`src/rtl/mwb_pkg.sv`:
```
package mwb_pkg;

   // Who owns the shared RAM port in a given cycle.
   typedef enum logic [1:0] {
      OWN_IDLE = 2'd0,
      OWN_HOST = 2'd1,
      OWN_MCU  = 2'd2
   } ram_owner_e;

   // log2 for power-of-two sizes used in elaboration checks.
   function automatic int unsigned clog2_pos(input int unsigned v);
      int unsigned r;
      r = 0;
      while ((1 << r) < v) r++;
      return r;
   endfunction

endpackage

```
`src/rtl/mwb_port3_track.sv`:
```
module mwb_port3_track #(
   parameter int unsigned P3_W            = 8,
   parameter int unsigned GATE_BIT        = 5,
   parameter int unsigned DONE_BIT        = 0,
   parameter logic [P3_W-1:0] RESET_VAL   = '1,
   parameter bit          GATE_ACTIVE_LOW = 1'b1
) (
   input  logic            clk,
   input  logic            rst_n,
   input  logic            p3_wr,
   input  logic [P3_W-1:0] p3_wdata,
   output logic            win_open,
   output logic            done_fall
);

   if (GATE_BIT >= P3_W) begin : g_bad_gate
      $error("GATE_BIT outside port width");
   end
   if (DONE_BIT >= P3_W) begin : g_bad_done
      $error("DONE_BIT outside port width");
   end
   if (GATE_BIT == DONE_BIT) begin : g_bad_share
      $error("gate and completion bits must differ");
   end

   logic [P3_W-1:0] p3_q;

   always_ff @(posedge clk or negedge rst_n) begin
      if (!rst_n) begin
         p3_q <= RESET_VAL;
      end else if (p3_wr) begin
         p3_q <= p3_wdata;
      end
   end

   // completion edge: stored 1, newly written 0
   assign done_fall = p3_wr & p3_q[DONE_BIT] & ~p3_wdata[DONE_BIT];

   if (GATE_ACTIVE_LOW) begin : g_gate_low
      assign win_open = ~p3_q[GATE_BIT];
   end else begin : g_gate_high
      assign win_open = p3_q[GATE_BIT];
   end

endmodule

```
`src/rtl/mwb_win_xlate.sv`:
```
module mwb_win_xlate #(
   parameter int unsigned MCU_AW                  = 11,
   parameter int unsigned HOST_AW                 = 24,
   parameter int unsigned WIN_BYTES               = 16,
   parameter logic [MCU_AW-1:0]  MCU_WIN_BASE     = 11'h7F0,
   parameter logic [HOST_AW-1:0] HOST_WIN_BASE    = 24'hFFFFE0,
   parameter bit                 ODD_LANE         = 1'b1
) (
   input  logic [MCU_AW-1:0]  mcu_addr,
   output logic               win_hit,
   output logic [HOST_AW-1:0] host_byte_addr
);

   import mwb_pkg::*;

   localparam int unsigned OFF_W = clog2_pos(WIN_BYTES);
   localparam logic [OFF_W:0] HOST_LOW_ZERO = '0;

   if ((1 << OFF_W) != WIN_BYTES) begin : g_bad_size
      $error("WIN_BYTES must be a power of two");
   end
   if (OFF_W + 1 >= HOST_AW || OFF_W >= MCU_AW) begin : g_bad_width
      $error("window wider than an address bus");
   end
   if (MCU_WIN_BASE[OFF_W-1:0] != '0) begin : g_bad_mbase
      $error("MCU window base not aligned");
   end
   if (HOST_WIN_BASE[OFF_W:0] != HOST_LOW_ZERO) begin : g_bad_hbase
      $error("host window base not aligned to twice the window");
   end

   logic [OFF_W-1:0] offset;

   assign offset  = mcu_addr[OFF_W-1:0];
   assign win_hit = (mcu_addr[MCU_AW-1:OFF_W] == MCU_WIN_BASE[MCU_AW-1:OFF_W]);

   // every MCU byte lands on one lane of a host 16-bit word
   if (ODD_LANE) begin : g_odd
      assign host_byte_addr = {HOST_WIN_BASE[HOST_AW-1:OFF_W+1], offset, 1'b1};
   end else begin : g_even
      assign host_byte_addr = {HOST_WIN_BASE[HOST_AW-1:OFF_W+1], offset, 1'b0};
   end

endmodule

```
`src/rtl/mwb_halt_ctrl.sv`:
```
module mwb_halt_ctrl (
   input  logic clk,
   input  logic rst_n,
   input  logic cmd_wr,
   input  logic done_fall,
   input  logic int_ack,
   output logic halted,
   output logic int_req
);

   logic halted_q;
   logic int_q;

   always_ff @(posedge clk or negedge rst_n) begin
      if (!rst_n) begin
         halted_q <= 1'b0;
         int_q    <= 1'b0;
      end else if (halted_q) begin
         // a new command while stalled is dropped
         if (done_fall) begin
            halted_q <= 1'b0;
            int_q    <= 1'b0;
         end else if (int_ack) begin
            int_q    <= 1'b0;
         end
      end else if (cmd_wr) begin
         halted_q <= 1'b1;
         int_q    <= 1'b1;
      end
   end

   assign halted  = halted_q;
   assign int_req = int_q;

endmodule

```
`src/rtl/mwb_ram_arb.sv`:
```
module mwb_ram_arb #(
   parameter int unsigned HOST_AW = 24,
   parameter int unsigned DATA_W  = 8
) (
   input  logic               mcu_req,
   input  logic               mcu_we,
   input  logic [HOST_AW-1:0] mcu_addr,
   input  logic [DATA_W-1:0]  mcu_wdata,
   input  logic               host_any,
   input  logic               host_req,
   input  logic               host_we,
   input  logic [HOST_AW-1:0] host_addr,
   input  logic [DATA_W-1:0]  host_wdata,
   output mwb_pkg::ram_owner_e owner,
   output logic               host_gnt,
   output logic               ram_en,
   output logic               ram_we,
   output logic [HOST_AW-1:0] ram_addr,
   output logic [DATA_W-1:0]  ram_wdata
);

   import mwb_pkg::*;

   always_comb begin
      if (mcu_req) begin
         owner = OWN_MCU;
      end else if (host_req) begin
         owner = OWN_HOST;
      end else begin
         owner = OWN_IDLE;
      end
   end

   // host is only ever blocked by a window cycle
   assign host_gnt = host_any & ~mcu_req;

   always_comb begin
      ram_en    = 1'b0;
      ram_we    = 1'b0;
      ram_addr  = '0;
      ram_wdata = '0;
      unique case (owner)
         OWN_MCU: begin
            ram_en    = 1'b1;
            ram_we    = mcu_we;
            ram_addr  = mcu_addr;
            ram_wdata = mcu_wdata;
         end
         OWN_HOST: begin
            ram_en    = 1'b1;
            ram_we    = host_we;
            ram_addr  = host_addr;
            ram_wdata = host_wdata;
         end
         default: begin
            ram_en = 1'b0;
         end
      endcase
   end

endmodule

```
`src/rtl/mcu_window_bridge.sv`:
```
module mcu_window_bridge #(
   parameter int unsigned HOST_AW              = 24,
   parameter int unsigned MCU_AW               = 11,
   parameter int unsigned DATA_W               = 8,
   parameter int unsigned P3_W                 = 8,
   parameter int unsigned WIN_BYTES            = 16,
   parameter logic [MCU_AW-1:0]  MCU_WIN_BASE  = 11'h7F0,
   parameter logic [HOST_AW-1:0] HOST_WIN_BASE = 24'hFFFFE0,
   parameter logic [HOST_AW-1:0] CMD_ADDR      = 24'hFE4002,
   parameter int unsigned GATE_BIT             = 5,
   parameter int unsigned DONE_BIT             = 0,
   parameter bit          ODD_LANE             = 1'b1
) (
   input  logic               clk,
   input  logic               rst_n,
   input  logic               host_req,
   input  logic               host_we,
   input  logic [HOST_AW-1:0] host_addr,
   input  logic [DATA_W-1:0]  host_wdata,
   output logic [DATA_W-1:0]  host_rdata,
   output logic               host_gnt,
   output logic               host_halt,
   input  logic               mcu_rd,
   input  logic               mcu_wr,
   input  logic [MCU_AW-1:0]  mcu_addr,
   input  logic [DATA_W-1:0]  mcu_wdata,
   output logic [DATA_W-1:0]  mcu_rdata,
   input  logic               mcu_p3_wr,
   input  logic [P3_W-1:0]    mcu_p3_wdata,
   output logic               mcu_int0,
   input  logic               mcu_int_ack,
   output logic               ram_en,
   output logic               ram_we,
   output logic [HOST_AW-1:0] ram_addr,
   output logic [DATA_W-1:0]  ram_wdata,
   input  logic [DATA_W-1:0]  ram_rdata
);

   import mwb_pkg::*;

   localparam logic [DATA_W-1:0] IDLE_READ = '1;
   localparam logic [P3_W-1:0]   P3_RESET  = '1;

   if (HOST_AW < 2) begin : g_bad_haw
      $error("host address too narrow");
   end

   logic               win_open;
   logic               done_fall;
   logic               win_hit;
   logic [HOST_AW-1:0] win_host_addr;
   logic               mcu_acc;
   logic               cmd_hit;
   logic               cmd_wr;
   logic               host_ram_req;
   logic               halted;
   logic               int_req;
   ram_owner_e         owner;

   mwb_port3_track #(
      .P3_W            (P3_W),
      .GATE_BIT        (GATE_BIT),
      .DONE_BIT        (DONE_BIT),
      .RESET_VAL       (P3_RESET),
      .GATE_ACTIVE_LOW (1'b1)
   ) u_p3 (
      .clk       (clk),
      .rst_n     (rst_n),
      .p3_wr     (mcu_p3_wr),
      .p3_wdata  (mcu_p3_wdata),
      .win_open  (win_open),
      .done_fall (done_fall)
   );

   mwb_win_xlate #(
      .MCU_AW        (MCU_AW),
      .HOST_AW       (HOST_AW),
      .WIN_BYTES     (WIN_BYTES),
      .MCU_WIN_BASE  (MCU_WIN_BASE),
      .HOST_WIN_BASE (HOST_WIN_BASE),
      .ODD_LANE      (ODD_LANE)
   ) u_xlate (
      .mcu_addr       (mcu_addr),
      .win_hit        (win_hit),
      .host_byte_addr (win_host_addr)
   );

   // word-wide command: either byte lane of the word triggers it
   assign cmd_hit      = (host_addr[HOST_AW-1:1] == CMD_ADDR[HOST_AW-1:1]);
   assign cmd_wr       = host_req & host_we & cmd_hit;
   assign host_ram_req = host_req & ~cmd_hit;
   assign mcu_acc      = (mcu_rd | mcu_wr) & win_hit & win_open;

   mwb_halt_ctrl u_halt (
      .clk       (clk),
      .rst_n     (rst_n),
      .cmd_wr    (cmd_wr),
      .done_fall (done_fall),
      .int_ack   (mcu_int_ack),
      .halted    (halted),
      .int_req   (int_req)
   );

   mwb_ram_arb #(
      .HOST_AW (HOST_AW),
      .DATA_W  (DATA_W)
   ) u_arb (
      .mcu_req    (mcu_acc),
      .mcu_we     (mcu_wr),
      .mcu_addr   (win_host_addr),
      .mcu_wdata  (mcu_wdata),
      .host_any   (host_req),
      .host_req   (host_ram_req),
      .host_we    (host_we),
      .host_addr  (host_addr),
      .host_wdata (host_wdata),
      .owner      (owner),
      .host_gnt   (host_gnt),
      .ram_en     (ram_en),
      .ram_we     (ram_we),
      .ram_addr   (ram_addr),
      .ram_wdata  (ram_wdata)
   );

   assign mcu_rdata  = (mcu_rd && owner == OWN_MCU) ? ram_rdata : IDLE_READ;
   assign host_rdata = (owner == OWN_HOST) ? ram_rdata : '0;
   assign host_halt  = halted;
   assign mcu_int0   = int_req;

endmodule

```
`config.mk`:
```
export PLATFORM = sky130hd
export DESIGN_NAME = mcu_window_bridge
export DESIGN_NICKNAME = d
export VERILOG_FILES = /design/src/rtl/mwb_pkg.sv /design/src/rtl/mwb_port3_track.sv /design/src/rtl/mwb_win_xlate.sv /design/src/rtl/mwb_halt_ctrl.sv /design/src/rtl/mwb_ram_arb.sv /design/src/rtl/mcu_window_bridge.sv
export SDC_FILE = /design/constraint.sdc
export NUM_CORES = 1
export LEC_CHECK = 0
export BUFFER_PORTS_ARGS = -buffer_cell sky130_fd_sc_hd__buf_4
export CORE_UTILIZATION = 30
export CTS_CLUSTER_DIAMETER = 60
export DETAILED_ROUTE_END_ITERATION = 10
export HOLD_SLACK_MARGIN = 0.12
export PLACE_DENSITY = 0.86
export RECOVER_POWER = 25
export SYNTH_ARGS = -nofsm -noshare
export SYNTH_HDL_FRONTEND = slang
export SYNTH_SLANG_ARGS = --single-unit
```
`constraint.sdc`:
```
create_clock -name clk -period 3.2 [get_ports clk]
set_input_delay 0.48 -clock clk [delete_from_list [all_inputs] [get_ports clk]]
set_output_delay 0.48 -clock clk [all_outputs]
set_load 0.02 [all_outputs]
```
==> Word level (Yosys, flattened, before mapping) <==
Index checks and enable logic that the tools add are counted.
W data, S select, Z words.
{ "classes": {"eq_ne": 5, "mux": 15, "bitwise": 13, "n_reduce_logical": 4} }
{ "ops": {"columns": ["operator", "count"], "rows": [
  ["$pmux W24 S2", 1],
  ["$eq A23 B23 Y1 const B", 1],
  ["$mux W8", 2],
  ["$pmux W8 S2", 1],
  ["$mux W1", 9],
  ["$and A1 B1 Y1", 8],
  ["$eq A7 B7 Y1 const B", 1],
  ["$not A1 Y1", 4],
  ["$ne A3 B3 Y1 const B", 1],
  ["$eq A2 B1 Y1 const B", 1],
  ["$eq A2 B2 Y1 const B", 1],
  ["$mux W2", 1],
  ["$pmux W1 S2", 1],
  ["$reduce_and A2 Y1", 1],
  ["$reduce_bool A2 Y1", 1],
  ["$reduce_or A2 Y1", 1],
  ["$logic_and A1 B1 Y1", 1],
  ["$or A1 B1 Y1", 1]
]} }
{ "word_totals": {"regBits": 8, "inputBits": 75, "output_inout_bits": 53} }

==> Depth between registers and ports, before layout <==
{ "logic_depth": {"depth_word": 8, "depth_mapped": 6} }

==> Modules after synthesis <==
A second synthesis with hierarchy kept.
{ "hier_totals": {"cells_unflattened": 117, "hier_area_um2": 962.2} }
{ "modules_own_cells": {"columns": ["module", "n_inst", "cells_per_inst", "area_each_um2", "seq_area_each_um2"], "rows": [
  ["mwb_ram_arb", 1, 45, 394.1, 0.0],
  ["mcu_window_bridge", 1, 31, 203.9, 0.0],
  ["mwb_win_xlate", 1, 28, 198.9, 0.0],
  ["mwb_port3_track", 1, 6, 88.8, 52.6],
  ["mwb_halt_ctrl", 1, 7, 76.3, 50.0]
]} }

==> Least setup slack after synthesis <==
Ideal clock, no wire load.
{ "synth_path": {"path_kind": "input-to-output", "startpoint": "in host_addr[2]", "endpoint": "out ram_wdata[0]", "arrival_ns": 1.768, "slack_ns": 0.952, "path_stages": 4, "n_path_buf": 1, "cell_sequence": "or4_4 > nor3_1 > buf_4 > o21ai_0"} }
{ "synth_between": {"elab_chain_len": 7, "elab_cells_between_ends": 8, "cone_classes": "eq/ne (3); mux (3); bitwise (2)"} }
{ "synth_rtl": {"columns": ["element", "line", "rtl"], "rows": [
  ["start, declared", "mcu_window_bridge.sv:18", "input logic [HOST_AW-1:0] host_addr,"],
  ["$eq A23 B23 Y1 *", "mcu_window_bridge.sv:89", "assign cmd_hit = (host_addr[HOST_AW-1:1] == CMD_ADDR[HOST_AW-1:1]);"],
  ["$not A1 Y1 *", "mcu_window_bridge.sv:91", "assign host_ram_req = host_req & ~cmd_hit;"],
  ["$and A1 B1 Y1 *", "mcu_window_bridge.sv:91", null],
  ["$mux W1 *", "mwb_ram_arb.sv:27", "end else if (host_req) begin"],
  ["$mux W2 *", "mwb_ram_arb.sv:25", "if (mcu_req) begin"],
  ["$eq A2 B1 Y1 / $eq A2 B2 Y1 (equally long branches)", "mwb_ram_arb.sv:42", "unique case (owner)"],
  ["$pmux W8 S2 *", "mwb_ram_arb.sv:42", null],
  ["end, declared", "mcu_window_bridge.sv:35", "output logic [DATA_W-1:0] ram_wdata,"]
]} }
Every way passes the cells marked *; elsewhere a longest branch is shown, timed or not.

==> Worst setup path in the final report <==
{ "layout_path": {"startpoint": "in host_addr[2]", "endpoint": "out ram_wdata[5]"} }
Same word-level chain as after synthesis.

==> PnR_summary.wiki <==
{| class="wikitable"
! Metric !! Value
|-
| Via count of the first global-routing pass || ~1,200
|-
| Syn_nets || 204
|-
| Required arrival time at the worst endpoint || ~2.7 ns
|-
| Net count, final || roughly 320
|-
| Count of mapped cells out of synthesis || 129
|-
| Total of warnings raised by yosys || 0
|-
| Fmax || 0.386 GHz
|-
| Top post-synthesis cells by count || 43 x sky130_fd_sc_hd__nand2_1, 12 x sky130_fd_sc_hd__o21ai_0, 9 x sky130_fd_sc_hd__a21o_1
|-
| Final critical-path share of the clock period || 0.810
|-
| Max cap viols || 0
|-
| Dominant combinational cell family by area after synthesis || simple AND/OR/NAND/NOR gates
|-
| Number of detailed-route iterations in the first pass || 7
|-
| Number of top-level pins || around 130
|-
| Final count of negative-setup-slack endpoints || 0
|-
| Crit path cell chain || buf_4, or4_4, nor3_1, clkbuf_1, o21ai_0, buf_4
|-
| Buffers plus inverters on the worst setup path || 3
|-
| DRC violation total after the first TritonRoute iteration || 13
|-
| Critical setup path kind || input port to output port
|-
| TritonCTS buffer count || 3
|-
| Fraction of the mapped netlist area in compound gates || 0.220
|-
| CTS-repair resized insts || 0
|-
| Htree depth || 1
|-
| Sum of routed wire length over all layers || approximately 3300 µm
|-
| Total negative slack || 0 ns
|-
| Synth Flop Type || sky130_fd_sc_hd__dfstp_2
|-
| Antenna violations before repair || 0
|-
| DP HPWL || 2720 µm
|-
| Cell with the most instances after synthesis || sky130_fd_sc_hd__nand2_1
|-
| Worst Hold Path Cells || 2
|-
| Unrepaired setup endpoints after global routing || no
|-
| Leading post-synthesis cells by cell area || sky130_fd_sc_hd__nand2_1 21%, sky130_fd_sc_hd__a21o_1 8.7%, sky130_fd_sc_hd__o21ai_0 7.8%
|-
| Routed Antenna Nets || 0
|-
| Dominant cell type by area after synthesis || sky130_fd_sc_hd__nand2_1
|-
| Share of layout cells above drive strength 1 || 0.559
|-
| Placeable Area || roughly 2500 µm²
|-
| Total standard cell area after synthesis || between 700 and 800 µm²
|-
| Count of inserted antenna diode cells || 0
|-
| Vias/cell || about 4.8
|-
| Tightest Hold Check Type || input port to flip-flop
|-
| Post-Syn Area per Cell || about 6.0 µm²
|-
| Crit path arrival time || ~2.1 ns
|-
| Clock tree from TritonCTS || yes
|-
| XOR/XNOR Fraction of Synth Area || 0
|-
| FF/Latch Area || between 100 and 150 µm²
|-
| Element type at the critical path end || output port
|-
| Slew @ Worst Pin || about 0.79 ns
|-
| Initial core utilization || 0.315
|-
| Setup fix buffers added after clock tree synthesis || 0
|-
| Die W || 52.8 µm
|-
| Global route overflow || 0
|-
| Maximum fanout along the worst path || 13
|-
| Pwr Density || 197 nW/µm²
|-
| Share of the synthesized area in the top cell type || 0.208
|-
| Maximum count of clock buffers along a single path || 2
|-
| Violated checks || DRC
|-
| Count of port buffers added during placement || around 120
|-
| Weighted congestion at the end of routability-driven global placement || around 0.74
|-
| Global-route wire length before repair || 4830 µm
|-
| CP startpoint kind || input port
|-
| Clk_lat worst skew || 0.23 ns
|-
| Number of library cell types mapped by synthesis || 30
|-
| Slowest stage delay, CP || around 0.52 ns
|-
| Floorplan die area || 2790 µm²
|-
| Crit path max-delay cell type || sky130_fd_sc_hd__or4_4
|-
| Adder-Cell Fraction of Synth Area || 0
|-
| # rows || 18
|-
| Routed via count || about 1,300
|-
| Register area share after synthesis || 0.132
|-
| Multi-input combinational cell area || just over 600 µm²
|-
| Count of final max-slew check failures || 0
|-
| TritonCTS sink count || 4
|-
| Clock root buffer || sky130_fd_sc_hd__clkbuf_4
|-
| Final hold vios || 0
|-
| Clock transition time at the flip-flop clock pins of the worst setup and hold paths || ~0.040 ns
|-
| Most used cell, CP || sky130_fd_sc_hd__buf_4
|-
| Rel. slew slack || 0.472
|-
| Final period demand of the worst path || 2.59 ns
|-
| Outcome || finished with violations
|-
| Seq cells post-synth || 4
|-
| Leak || 0.953 nW
|-
| Aggregate global-route resource usage || 0.231
|-
| Count of flip-flops with a built-in enable after synthesis || 0
|-
| Growth of design area from synthesis to finish || 117%
|-
| Reg2reg path depth || 3
|-
| Routed length per instance || roughly 12 µm
|-
| Filler Cell Count || roughly 240
|-
| Critical Path Stages || 6
|-
| Final clock skew || just over 0.001 ns
|-
| Area share of and/or/nand/nor cells after synthesis || 0.538
|-
| Category of cells accounting for the largest share of critical-path delay || buffers and inverters
|-
| DR DRC count || 1
|-
| Multiplexer area fraction after synthesis || 0.0291
|-
| Peak ir drop on the vdd network || around 0.16 mV
|-
| Hold slack final || 0.497 ns
|-
| Largest net degree at the start of global routing || 29
|-
| Height of the die || between 50 and 60 µm
|-
| Async SR Flop Fraction || 1.00
|}
## placed cells by master, fill, tap and decap left out, types with 4 or more instances in the layout
cell type | netlist | routed
sky130_fd_sc_hd__and3_2 | 7 | 7
sky130_fd_sc_hd__nor2_1 | 4 | 4
sky130_fd_sc_hd__nand3_1 | 8 | 8
sky130_fd_sc_hd__a21o_1 | 9 | 9
sky130_fd_sc_hd__clkbuf_1 | 6 | 9
sky130_fd_sc_hd__buf_4 | 1 | 114
sky130_fd_sc_hd__or2_2 | 8 | 8
sky130_fd_sc_hd__nand2_1 | 43 | 43
sky130_fd_sc_hd__o21ai_0 | 12 | 12
## registers in the layout, summed over array words and instances, names as in the netlist
name / cells
u_halt.halted: 1
u_p3.p3_q: 2
u_halt.int_req: 1
## power breakdown
group	switching, mW	internal [mW]
clock	0.0193	0.0419
combinational	0.0956	0.111
sequential	0.00416	0.0588
## routing by layer
metal,share of wire,up-vias,GRT usage
met1,0.35,579,0.219
met5,0,-,0
li1,-,681,-
met3,0.080,4,0.0377
met2,0.55,69,0.479
met4,0.012,0,0.0833
## cell families (layout without fill, tap and decap cells)
logic type | after synthesis | count (layout)
compound gates | 26 | 26
buf+inv | 13 | 129
flops | 4 | 4
mux | 2 | 2
simple gates | 84 | 84
## layout make-up
| class | count | share of cell area |
|---|---|---|
| Timing Repair Buffer | 124 | 0.536 |
| Multi-Input combinational cell | 112 | 0.363 |
| Sequential cell | 4 | 0.0611 |
| Tap cell | 30 | 0.0224 |
| Clock buffer | 3 | 0.0134 |
| Inverter | 2 | 0.00447 |
## path summary, 6_finish.rpt
check,from,endpoint,slack (ns)
worst max register to register,u_p3.p3_q[0]$_DFFE_PN1P_,u_halt.int_req$_DFFE_PN0P_,2.00
max in group asynchronous,rst_n,u_p3.p3_q[5]$_DFFE_PN1P_,2.33
worst min-delay path,mcu_p3_wdata[5],u_p3.p3_q[5]$_DFFE_PN1P_,0.50
min in group asynchronous,rst_n,u_halt.halted$_DFF_PN0_,0.62
worst min register to register,u_halt.int_req$_DFFE_PN0P_,u_halt.int_req$_DFFE_PN0P_,0.56
worst max-delay path,host_addr[2],ram_wdata[5],0.61
## stage by stage
step                      setup slack [ns]  std cells  cell area [µm²]  utilization  power, mW
after global routing                 0.417        275             1680        0.684      0.350
after floorplan                      0.952        129              774            -      0.150
final                                0.608        275             1680        0.684      0.331
after CTS                            0.670        275             1720        0.700      0.340
after global placement               0.672        271             1690        0.687      0.271
after detailed placement             0.668        271             1690        0.687      0.275
## timing repair
item	CTS	global route
hold endpoints to repair	2	0
hold buffers	1	0
setup endpoints to repair	0	0
(Power assumes the default switching activity.)
